[config.mk]
export PLATFORM = sky130hd
export DESIGN_NAME = cfg_mirror_dp
export DESIGN_NICKNAME = d
export VERILOG_FILES = /design/src/rtl/cfg_mirror_pkg.sv /design/src/rtl/cfg_mirror_dp.sv
export SDC_FILE = /design/constraint.sdc
export NUM_CORES = 1
export LEC_CHECK = 0
export BUFFER_PORTS_ARGS = -buffer_cell sky130_fd_sc_hd__buf_4
export CAP_MARGIN = 20
export CORE_UTILIZATION = 40
export DETAILED_ROUTE_END_ITERATION = 8
export HOLD_SLACK_MARGIN = 0.06
export REMOVE_ABC_BUFFERS = 1
export SLEW_MARGIN = 20
export SYNTH_ARGS = -nofsm -noshare
export SYNTH_HDL_FRONTEND = slang
export SYNTH_SLANG_ARGS = --single-unit
[constraint.sdc]
create_clock -name clk -period 1.07 [get_ports clk]
set_input_delay 0.214 -clock clk [delete_from_list [all_inputs] [get_ports clk]]
set_output_delay 0.214 -clock clk [all_outputs]
set_load 0.01 [all_outputs]
[src/rtl/cfg_mirror_pkg.sv]
package cfg_mirror_pkg;

  localparam int CFG_W     = 10;
  localparam int NUM_PAIRS = 4;

  // pair index order
  localparam int IDX_FE  = 0;
  localparam int IDX_LO  = 1;
  localparam int IDX_HI  = 2;
  localparam int IDX_RNG = 3;

  typedef logic [CFG_W-1:0] cfgWord_t;

  // configuration word reset values; shadows reset to the complement
  localparam cfgWord_t PRI_RST [NUM_PAIRS] = '{10'h3FF, 10'h100, 10'h200, 10'h0C0};
  localparam cfgWord_t FIXED_RNG_SHADOW = 10'h0C0;

  typedef struct packed {
    logic [NUM_PAIRS-1:0] wrPri;
    logic [NUM_PAIRS-1:0] wrVer;
    logic [NUM_PAIRS-1:0] selPri;
    logic [NUM_PAIRS-1:0] selVer;
    logic                 selFlags;
    logic                 rdFlags;
  } strobe_t;

endpackage

[src/rtl/cfg_mirror_dp.sv]
module cfg_mirror_dp
  import cfg_mirror_pkg::*;
#(
  parameter int RD_W        = 16,
  parameter int EMV_BIT     = 9,
  parameter bit FIXED_RANGE = 1'b0
) (
  input  logic            clk,
  input  logic            rstN,
  input  strobe_t         strb,
  input  cfgWord_t        wrData,
  output logic [RD_W-1:0] rdData,
  output logic            mvFlag,
  output logic            fault
);

  cfgWord_t             priQ [NUM_PAIRS];
  cfgWord_t             verQ [NUM_PAIRS];
  logic [NUM_PAIRS-1:0] misBit;
  logic                 anyMis;
  logic                 mvQ;

  for (genvar i = 0; i < NUM_PAIRS; i++) begin : g_pair
    if (FIXED_RANGE && i == IDX_RNG) begin : g_fixed
      assign priQ[i]   = '0;
      assign verQ[i]   = FIXED_RNG_SHADOW;
      assign misBit[i] = 1'b0;
    end else begin : g_live
      always_ff @(posedge clk or negedge rstN) begin
        if (!rstN) begin
          priQ[i] <= PRI_RST[i];
          verQ[i] <= ~PRI_RST[i];
        end else begin
          if (strb.wrPri[i]) priQ[i] <= wrData;
          if (strb.wrVer[i]) verQ[i] <= wrData;
        end
      end

      // continuous bitwise compare of the pair
      assign misBit[i] = |(priQ[i] ^ verQ[i]);


      shadow_write_isolated_chk: assert property (@(posedge clk) disable iff (!rstN)
        strb.wrVer[i] |=> $stable(priQ[i]));

      primary_write_isolated_chk: assert property (@(posedge clk) disable iff (!rstN)
        strb.wrPri[i] |=> $stable(verQ[i]));
    end
  end

  assign anyMis = |misBit;

  always_ff @(posedge clk or negedge rstN) begin
    if (!rstN)             mvQ <= 1'b1;
    else if (anyMis)       mvQ <= 1'b1;
    else if (strb.rdFlags) mvQ <= 1'b0;
  end

  assign mvFlag = mvQ;
  assign fault  = mvQ & priQ[IDX_FE][EMV_BIT];

  always_comb begin
    rdData = '0;
    for (int i = 0; i < NUM_PAIRS; i++) begin
      if (strb.selPri[i]) rdData = rdData | RD_W'(priQ[i]);
      if (strb.selVer[i]) rdData = rdData | RD_W'(verQ[i]);
    end
    if (strb.selFlags) rdData = rdData | RD_W'(mvQ);
  end


  mismatch_sets_flag_chk: assert property (@(posedge clk) disable iff (!rstN)
    anyMis |=> mvQ);

  flag_clear_needs_read_chk: assert property (@(posedge clk) disable iff (!rstN)
    $fell(mvQ) |-> $past(strb.rdFlags));

  flag_clear_needs_match_chk: assert property (@(posedge clk) disable iff (!rstN)
    $fell(mvQ) |-> !$past(anyMis));

endmodule

==> flow_results.org, run 1 <==
** Timing
- Worst path setup slack after routing :: -0.522 ns
- Post-Route Hold Slack :: 0.154 ns
- Largest clock skew in the final design :: roughly 0.0094 ns
- Final number of setup-violating endpoints :: 13
- Post-layout minimum cycle time :: 1.59 ns
- Final Cycle Share :: 149%
- Setup repair after global routing missed its margin :: true
- Max-slew violation total from the final report :: 0
- FMAX :: 628 MHz
- The hold violation total from the final report came to 0.

** Power
- Across the VDD grid, the largest voltage drop is around 0.89 mV.
- For this design the static power due to leakage is around 0.0023 uW.
- Power density over cell area :: 1470 nW/um2
- Power, Total :: roughly 8200 uW

** Critical path
- Setup CP Type :: flop to output pin
- Kind of end point of the critical path :: output pin
- Critical path's top delay family :: compound AO/OA/AOI/OAI gates
- Along the worst path, the maximum fanout reaches 2.
- Buffers plus inverters on the worst setup path :: 1
- The signal on the critical path passes through a22o_1 > a221oi_2 > nand3_1 > buf_4.
- Data on the critical path is required at its endpoint by 0.86 ns.
- The slowest stage of the critical path is the sky130_fd_sc_hd__dfrtp_1 cell.
- Register-to-register setup slack :: -0.38 ns
- Worst path max stage delay :: 0.39 ns
- STA classifies the critical path startpoint as a flop.
- Signal arrival time at the worst endpoint :: roughly 1.4 ns

** Die
- Row generation in the floorplan step produced 35 rows.
- Core outline area :: approximately 9400 um2
- Die area :: slightly above 10000 um2
- Die X-Extent :: slightly above 100 um
- IO Count :: 48
- Measured along the y axis, the die boundary spans 101 um.
- Initial core utilization :: 41.9%

** Run
- The tool flagged a number of max-cap violations equal to 0.

** Logic synthesis
- The biggest area contributor in the post-synthesis netlist is sky130_fd_sc_hd__dfstp_2.
- Mapped Cells :: a little under 300
- By area the synthesized netlist is led by sky130_fd_sc_hd__dfstp_2, sky130_fd_sc_hd__dfrtp_1, sky130_fd_sc_hd__mux2_2.
- Number of distinct library cells after synthesis :: 18
- During synthesis, Yosys emitted a total of 0 warnings.
- Post-Synthesis Cell Area :: around 4000 um2
- Sequential elements use 52.9% of the synthesized area.
- Syn Area/Cell :: 13.5 um2
- Top-area cell type share of the netlist area :: 27.4%
- Register bit total from synthesis :: 81

** Global routing
- For this run, the total global-route usage over all layers was measured as 25.0%.
- Global routing finished with a remaining overflow of 0.
- Number of global-route vias before repair :: 3140
- Global-route wire length before repair :: 18200 um
- Number of antenna violations at the first check in global routing :: 0
- Maximum number of pins on one net before global-route repair :: 56

** Placement
- Placer congestion estimate :: 0.784
- Once detailed placement completed, the half-perimeter wirelength came to about 7400 um.
- The count of buffers added on input and output ports is 41.
- Placed cell count :: a little over 500

** Drt
- Routed Wire Length :: 11700 um
- In the final routed layout, each cell accounts on average for 21.1 um.
- After detailed routing, the number of remaining DRC violations is 0.
- The detail route stage leaves a number of antenna-violating nets equal to 0.
- DRC violation total after the first TritonRoute iteration :: about 110
- Total iterations of the first detailed-routing run :: 4
- The routed layout has between 2000 and 3000 vias.
- Vias per inst :: between 5 and 6

** Cells and area
- The net count of the finished layout is 453.
- Ratio of cells with drive above 1 in the final layout :: 73.1%
- Antenna diode count :: 0
- Relative to the synthesized area, the layout overhead comes to 42.3%.
- The finished layout holds between 500 and 600 standard cells, fillers aside.

** Clock tree
- TritonCTS built the clock tree.
- Clock-pin slew was measured on the worst setup and hold paths at about 0.080 ns.
- Maximum level of the CTS H-tree :: 3
- Cell at the root of the clock tree :: sky130_fd_sc_hd__clkbuf_8
- For this design, the sink count on the clock tree is 81.
- The later pin in the worst-skew pair is clocked with a latency of 0.35 ns.
- The clock passes through at most 2 buffers.
- Clock tree synthesis inserted a total of 9 buffers.

** Outcome
- The flow ran to the end, but the final reports show violations.
- The checks that failed: negative setup slack.

** Hold path
- Class of the most critical hold timing path :: input pin to flop
[cell families (layout without fill, tap and decap cells)]
family | after synthesis | after routing | synth area share (%)
AND/OR/NAND/NOR | 25 | 25 | 3.85
XOR/XNOR | 40 | 40 | 8.91
AO/OA/AOI/OAI | 41 | 41 | 8.05
multiplexers | 80 | 80 | 22.9
flip-flops | 81 | 81 | 52.9
other | 1 | 6 | 0.0954
buffers and inverters | 23 | 154 | 3.28
[cell type report]
class / count / area, um2
Inverter: 1 / 3.75
Sequential cell: 81 / 2080
Fill cell: 781 / 3780
Tap cell: 129 / 161
Timing Repair Buffer: 138 / 1190
Multi-Input combinational cell: 192 / 1940
Clock buffer: 13 / 179
Clock inverter: 2 / 35.0
[routing by layer]
| layer | share of wire, % | vias up | global-route usage, % |
|---|---|---|---|
| li1 | - | 1333 | - |
| met1 | 43 | 1499 | 31.9 |
| met2 | 50 | 90 | 42.2 |
| met3 | 4.5 | 20 | 5.62 |
| met4 | 2.2 | 0 | 8.25 |
| met5 | 0 | - | 0 |
[state kept, by name, indices dropped and copies added, names as in the netlist]
signal and count:
priQ 40, verQ 40, mvFlag 1
[cell usage after synthesis]
cell,instances
sky130_fd_sc_hd__buf_2,16
sky130_fd_sc_hd__nor4_1,2
sky130_fd_sc_hd__nand4_1,18
sky130_fd_sc_hd__xnor2_1,40
sky130_fd_sc_hd__o21ai_0,1
sky130_fd_sc_hd__and2_1,1
sky130_fd_sc_hd__a221oi_2,1
sky130_fd_sc_hd__a22oi_1,37
sky130_fd_sc_hd__conb_1,1
sky130_fd_sc_hd__mux2_2,80
sky130_fd_sc_hd__a222oi_1,1
sky130_fd_sc_hd__nor3_1,1
sky130_fd_sc_hd__dfstp_2,41
sky130_fd_sc_hd__a22o_1,1
sky130_fd_sc_hd__dfrtp_1,40
sky130_fd_sc_hd__inv_1,1
sky130_fd_sc_hd__nand3_1,3
sky130_fd_sc_hd__buf_4,6
[worst paths after layout]
check / start / to / depth (start not counted)
setup reg to reg: priQ[39]$_DFFE_PN1P_ / mvFlag$_DFFE_PN1P_ / 6
hold / removal: wrData[2] / verQ[32]$_DFFE_PN0P_ / 2
setup / recovery: priQ[20]$_DFFE_PN0P_ / rdData[0] / 4
hold reg to reg: verQ[28]$_DFFE_PN0P_ / verQ[28]$_DFFE_PN0P_ / 1
min in group asynchronous: rstN / priQ[2]$_DFFE_PN0P_ / 3
max in group asynchronous: rstN / priQ[34]$_DFFE_PN1P_ / 3
[metrics by stage]
step	cell area (um2)	setup TNS, ns	worst slack, ns	util (%)
global placement	4790	-1.80	-0.463	51.1
floorplan	3820	-0.154	-0.0974	-
detailed placement	4790	-1.75	-0.407	51.1
global route	5590	-6.30	-0.614	59.7
finish	5590	-5.55	-0.522	59.7
CTS	5470	-5.59	-0.538	58.3
[repair_timing]
action / in CTS / in global routing
buffers inserted: 27 / 10
setup endpoints to repair: 13 / 13
pin swaps: 27 / 16
hold endpoints to repair: 40 / 0
hold buffers: 1 / 0
resized for setup: 55 / 10
[where the power goes]
part           switching, uW  internal [uW]
Combinational            868           1220
Sequential               271           3480
Clock                   1060           1320
Total                   2200           6030
[layout by cell type, fill, tap and decap left out, drive strengths merged, types with 2 or more instances in the layout]
cell	netlist	final
nor4	2	2
conb	1	6
nand4	18	18
buf	22	137
a22oi	37	37
dfstp	41	41
clkbuf	0	13
mux2	80	80
nand3	3	3
xnor2	40	40
dfrtp	40	40
Note: power is estimated with default switching activity, not from simulation.
==> run 2, diff against run 1 <==
--- a/config.mk
+++ b/config.mk
@@ -9,8 +9,10 @@
 export CAP_MARGIN = 20
 export CORE_UTILIZATION = 40
 export DETAILED_ROUTE_END_ITERATION = 8
+export GPL_TIMING_DRIVEN = 0
 export HOLD_SLACK_MARGIN = 0.06
 export REMOVE_ABC_BUFFERS = 1
+export SKIP_CTS_REPAIR_TIMING = 1
 export SLEW_MARGIN = 20
 export SYNTH_ARGS = -nofsm -noshare
 export SYNTH_HDL_FRONTEND = slang
==> run 2 against run 1 <==
The flow finishes with violations (negative hold slack, negative setup slack); setup slack worse by 0.029 ns; hold slack got worse by 0.26 ns; fmax fell by 1.8%; sequential share of layout area up 7.1 points; via count shrank 12%; critical path type unchanged; flip-flop and latch count unchanged; sequential power up 1%.
==> flow_results.org, run 2 (same netlist as run 1, synthesis figures left out) <==
** Clock tree
- Clock buffers created by TritonCTS :: 9
- CTS tree :: done
- CTS built an H-tree with a depth of 3.
- After clock tree synthesis, the clock-pin slew on the worst setup and hold paths is 0.08 ns.
- In this run the clock root is driven by a sky130_fd_sc_hd__clkbuf_8.
- For this design, the sink count on the clock tree is between 80 and 90.
- Clk_lat worst skew :: 0.35 ns
- The clock passes through at most 2 buffers.

** Placement
- DPL Wire Length :: 6320 um
- Including well taps, the total number of placed cells is 444.
- The congestion estimate from routability-driven global placement came to 0.765.
- Worst Setup Slack post-DPL :: -0.446 ns
- In this run the tool buffered the top-level ports with 41 buffer cells.

** Critical path
- For flop-to-flop paths, the worst setup slack is -0.35 ns.
- Worst Path Max Fanout :: 3
- Data arrives at the worst endpoint at about 1.4 ns.
- Setup CP Type :: flop to output pin
- Data required, critical path :: 0.86 ns
- The largest individual stage delay along the critical path comes from the cell sky130_fd_sc_hd__dfrtp_1.
- The signal on the critical path passes through a22o_1 > a221oi_2 > nand3_1 > buf_6.
- Critical path's top delay family :: flip-flops
- STA classifies the critical path endpoint as an output pin.
- Counting both buffers and inverters, the worst setup path holds a total of 1.
- The largest single stage delay on the critical path is 0.41 ns.
- Setup crit start kind :: flop

** Power
- Power, Total :: ~7700 uW
- Leak :: 0.00182 uW
- Cell internal pwr :: between 5000 and 6000 uW
- Dividing total power by cell area gives a power density of 1640 nW/um2.
- The worst-case IR drop observed on VDD is 0.811 mV.
- The clock network burns 32.6% of the power.
- Sequential cells account for about 50% of the total power.
- Net switching is about a quarter of the power.
- Net switching power :: 1990 uW
- Per report_power, the combinational group accounts for 18.0% of the total.

** Cells and area
- Relative to the synthesized area, the layout overhead comes to 19.4%.
- In the layout the commonest cells are sky130_fd_sc_hd__mux2_2, sky130_fd_sc_hd__buf_4, sky130_fd_sc_hd__dfstp_2.
- Antenna diode count :: 0
- Final Util :: 50.1%
- Number of standard cells in the layout, taps in and fillers out :: 470
- The layout has 856 filler cells.
- Cells with a size suffix above 1 make up 59.2% of the layout.
- Most common cell after layout, fill and taps aside :: sky130_fd_sc_hd__mux2_2
- Final #Nets :: 366

** Die
- Initial core utilization :: between 40% and 50%
- In this run the core area contains 35 standard-cell rows.
- Die X-Extent :: 101 um
- The floorplan step set the die height to 101 um.
- 48 I/O pins were placed.
- Core outline area :: roughly 9400 um2
- The die covers 10200 um2.

** Drt
- Antenna-violating nets left :: 0
- Total DRC errors in the routed layout :: 0
- The detailed router placed 2578 vias in this run.
- Total iterations of the first detailed-routing run :: 4
- Routed met3 length :: 456 um
- Wire length on met2 :: roughly 5000 um
- After detailed routing, the number of vias per cell comes to between 5 and 6.
- Routed Wire Length :: 10200 um
- Topmost layer with routed signal wires :: met4
- Routed WL per cell :: 21.7 um
- After detailed routing, the wire length on met1 is between 4000 and 5000 um.
- DRC violation total after the first TritonRoute iteration :: 121

** Global routing
- Global routing used 21.1% of the available tracks.
- Maximum number of pins on one net before global-route repair :: 82
- The number of global-route vias before repair is about 2600.
- Global-route wire length before repair :: about 15000 um
- Number of antenna violations at the first check in global routing :: 0
- Summed over all layers, the global routing overflow is 0.

** Timing
- Max-slew violation total from the final report :: 0
- The hold violation total from the final report came to 40.
- The tightest hold path in the finished design has a slack of -0.108 ns.
- At the pin with the least slew margin, the transition time is 0.722 ns.
- For this run, the top clock speed supported by timing is 617 MHz.
- For the final database, setup skew stands at 0.00620 ns.
- Final number of setup-violating endpoints :: 13
- The worst pin sits at a relative slew slack of 51.9%.
- Worst path setup slack after routing :: -0.550 ns
- The routed design could run at a clock period as short as 1.62 ns.
- Setup repair after global routing missed its margin :: true
- Final Cycle Share :: 151%

** Outcome
- The flow ran to the end, but the final reports show violations.
- The final reports fail on negative hold slack, negative setup slack.

** Run
- Across the run, the number of max-cap violations was 0.

** Hold path
- The worst hold path belongs to the class input pin to async pin.
[run 2: changes by cell type in the layout (fill, tap and decap cells not counted), moves of 2 or more]
cell                       before  now
sky130_fd_sc_hd__clkbuf_1       0    3
sky130_fd_sc_hd__xnor2_2        5    3
sky130_fd_sc_hd__buf_12         4    0
sky130_fd_sc_hd__xnor2_1       35   37
sky130_fd_sc_hd__buf_6         27    4
sky130_fd_sc_hd__a22oi_1        7   26
sky130_fd_sc_hd__a22oi_2       30   11
sky130_fd_sc_hd__clkbuf_8      13   11
sky130_fd_sc_hd__buf_4        106   47
[run 2: path summary, 6_finish.rpt]
check / startpoint / end / depth (start not counted)
worst max-delay path: priQ[20]$_DFFE_PN0P_ / rdData[0] / 4
worst min-delay path: rstN / verQ[32]$_DFFE_PN0P_ / 1
worst max register to register: priQ[38]$_DFFE_PN1P_ / mvFlag$_DFFE_PN1P_ / 4
worst min register to register: priQ[26]$_DFFE_PN0P_ / priQ[26]$_DFFE_PN0P_ / 1
max in group asynchronous: rstN / priQ[27]$_DFFE_PN0P_ / 1
min in group clk: wrData[2] / verQ[22]$_DFFE_PN1P_ / 2
[run 2: power by group through the flow]
stage / Combinational [uW] / Clock (uW) / Sequential (uW)
after global routing: 1490 / 2700 / 3840
after global placement: 1260 / 0 / 3820
after detailed placement: 1270 / 0 / 3840
after floorplan: 761 / 0 / 3760
after CTS: 1280 / 2580 / 3780
final: 1380 / 2500 / 3800
[run 2: worst reg2reg max path, cell delays in order (launching register included)]
cell and delay (ns):
sky130_fd_sc_hd__dfstp_2 0.58, sky130_fd_sc_hd__xnor2_2 0.14, sky130_fd_sc_hd__nand4_1 0.17, sky130_fd_sc_hd__nor4_2 0.34
sky130_fd_sc_hd__nand3_1 0.11
[run 2: cell type report]
type	instances	area [um2]	share of cell area (%)
Inverter	1	3.75	0.0800
Tap cell	129	161	3.44
Clock inverter	2	60.1	1.28
Clock buffer	14	163	3.47
Multi-Input combinational cell	192	1830	39.0
Sequential cell	81	2080	44.3
Timing Repair Buffer	51	398	8.48
[run 2: metal layers]
layer  up-vias  GRT usage, %
li1       1156             -
met1      1346          29.2
met2        67          33.9
met3         9          4.79
met4         0          4.68
met5         -             0
[run 2: stage by stage]
stage | area [um2] | TNS [ns]
finish | 4690 | -4.92
global route | 4690 | -5.87
CTS | 4520 | -5.43
detailed placement | 4290 | -2.41
global placement | 4290 | -2.31
floorplan | 3820 | -0.154
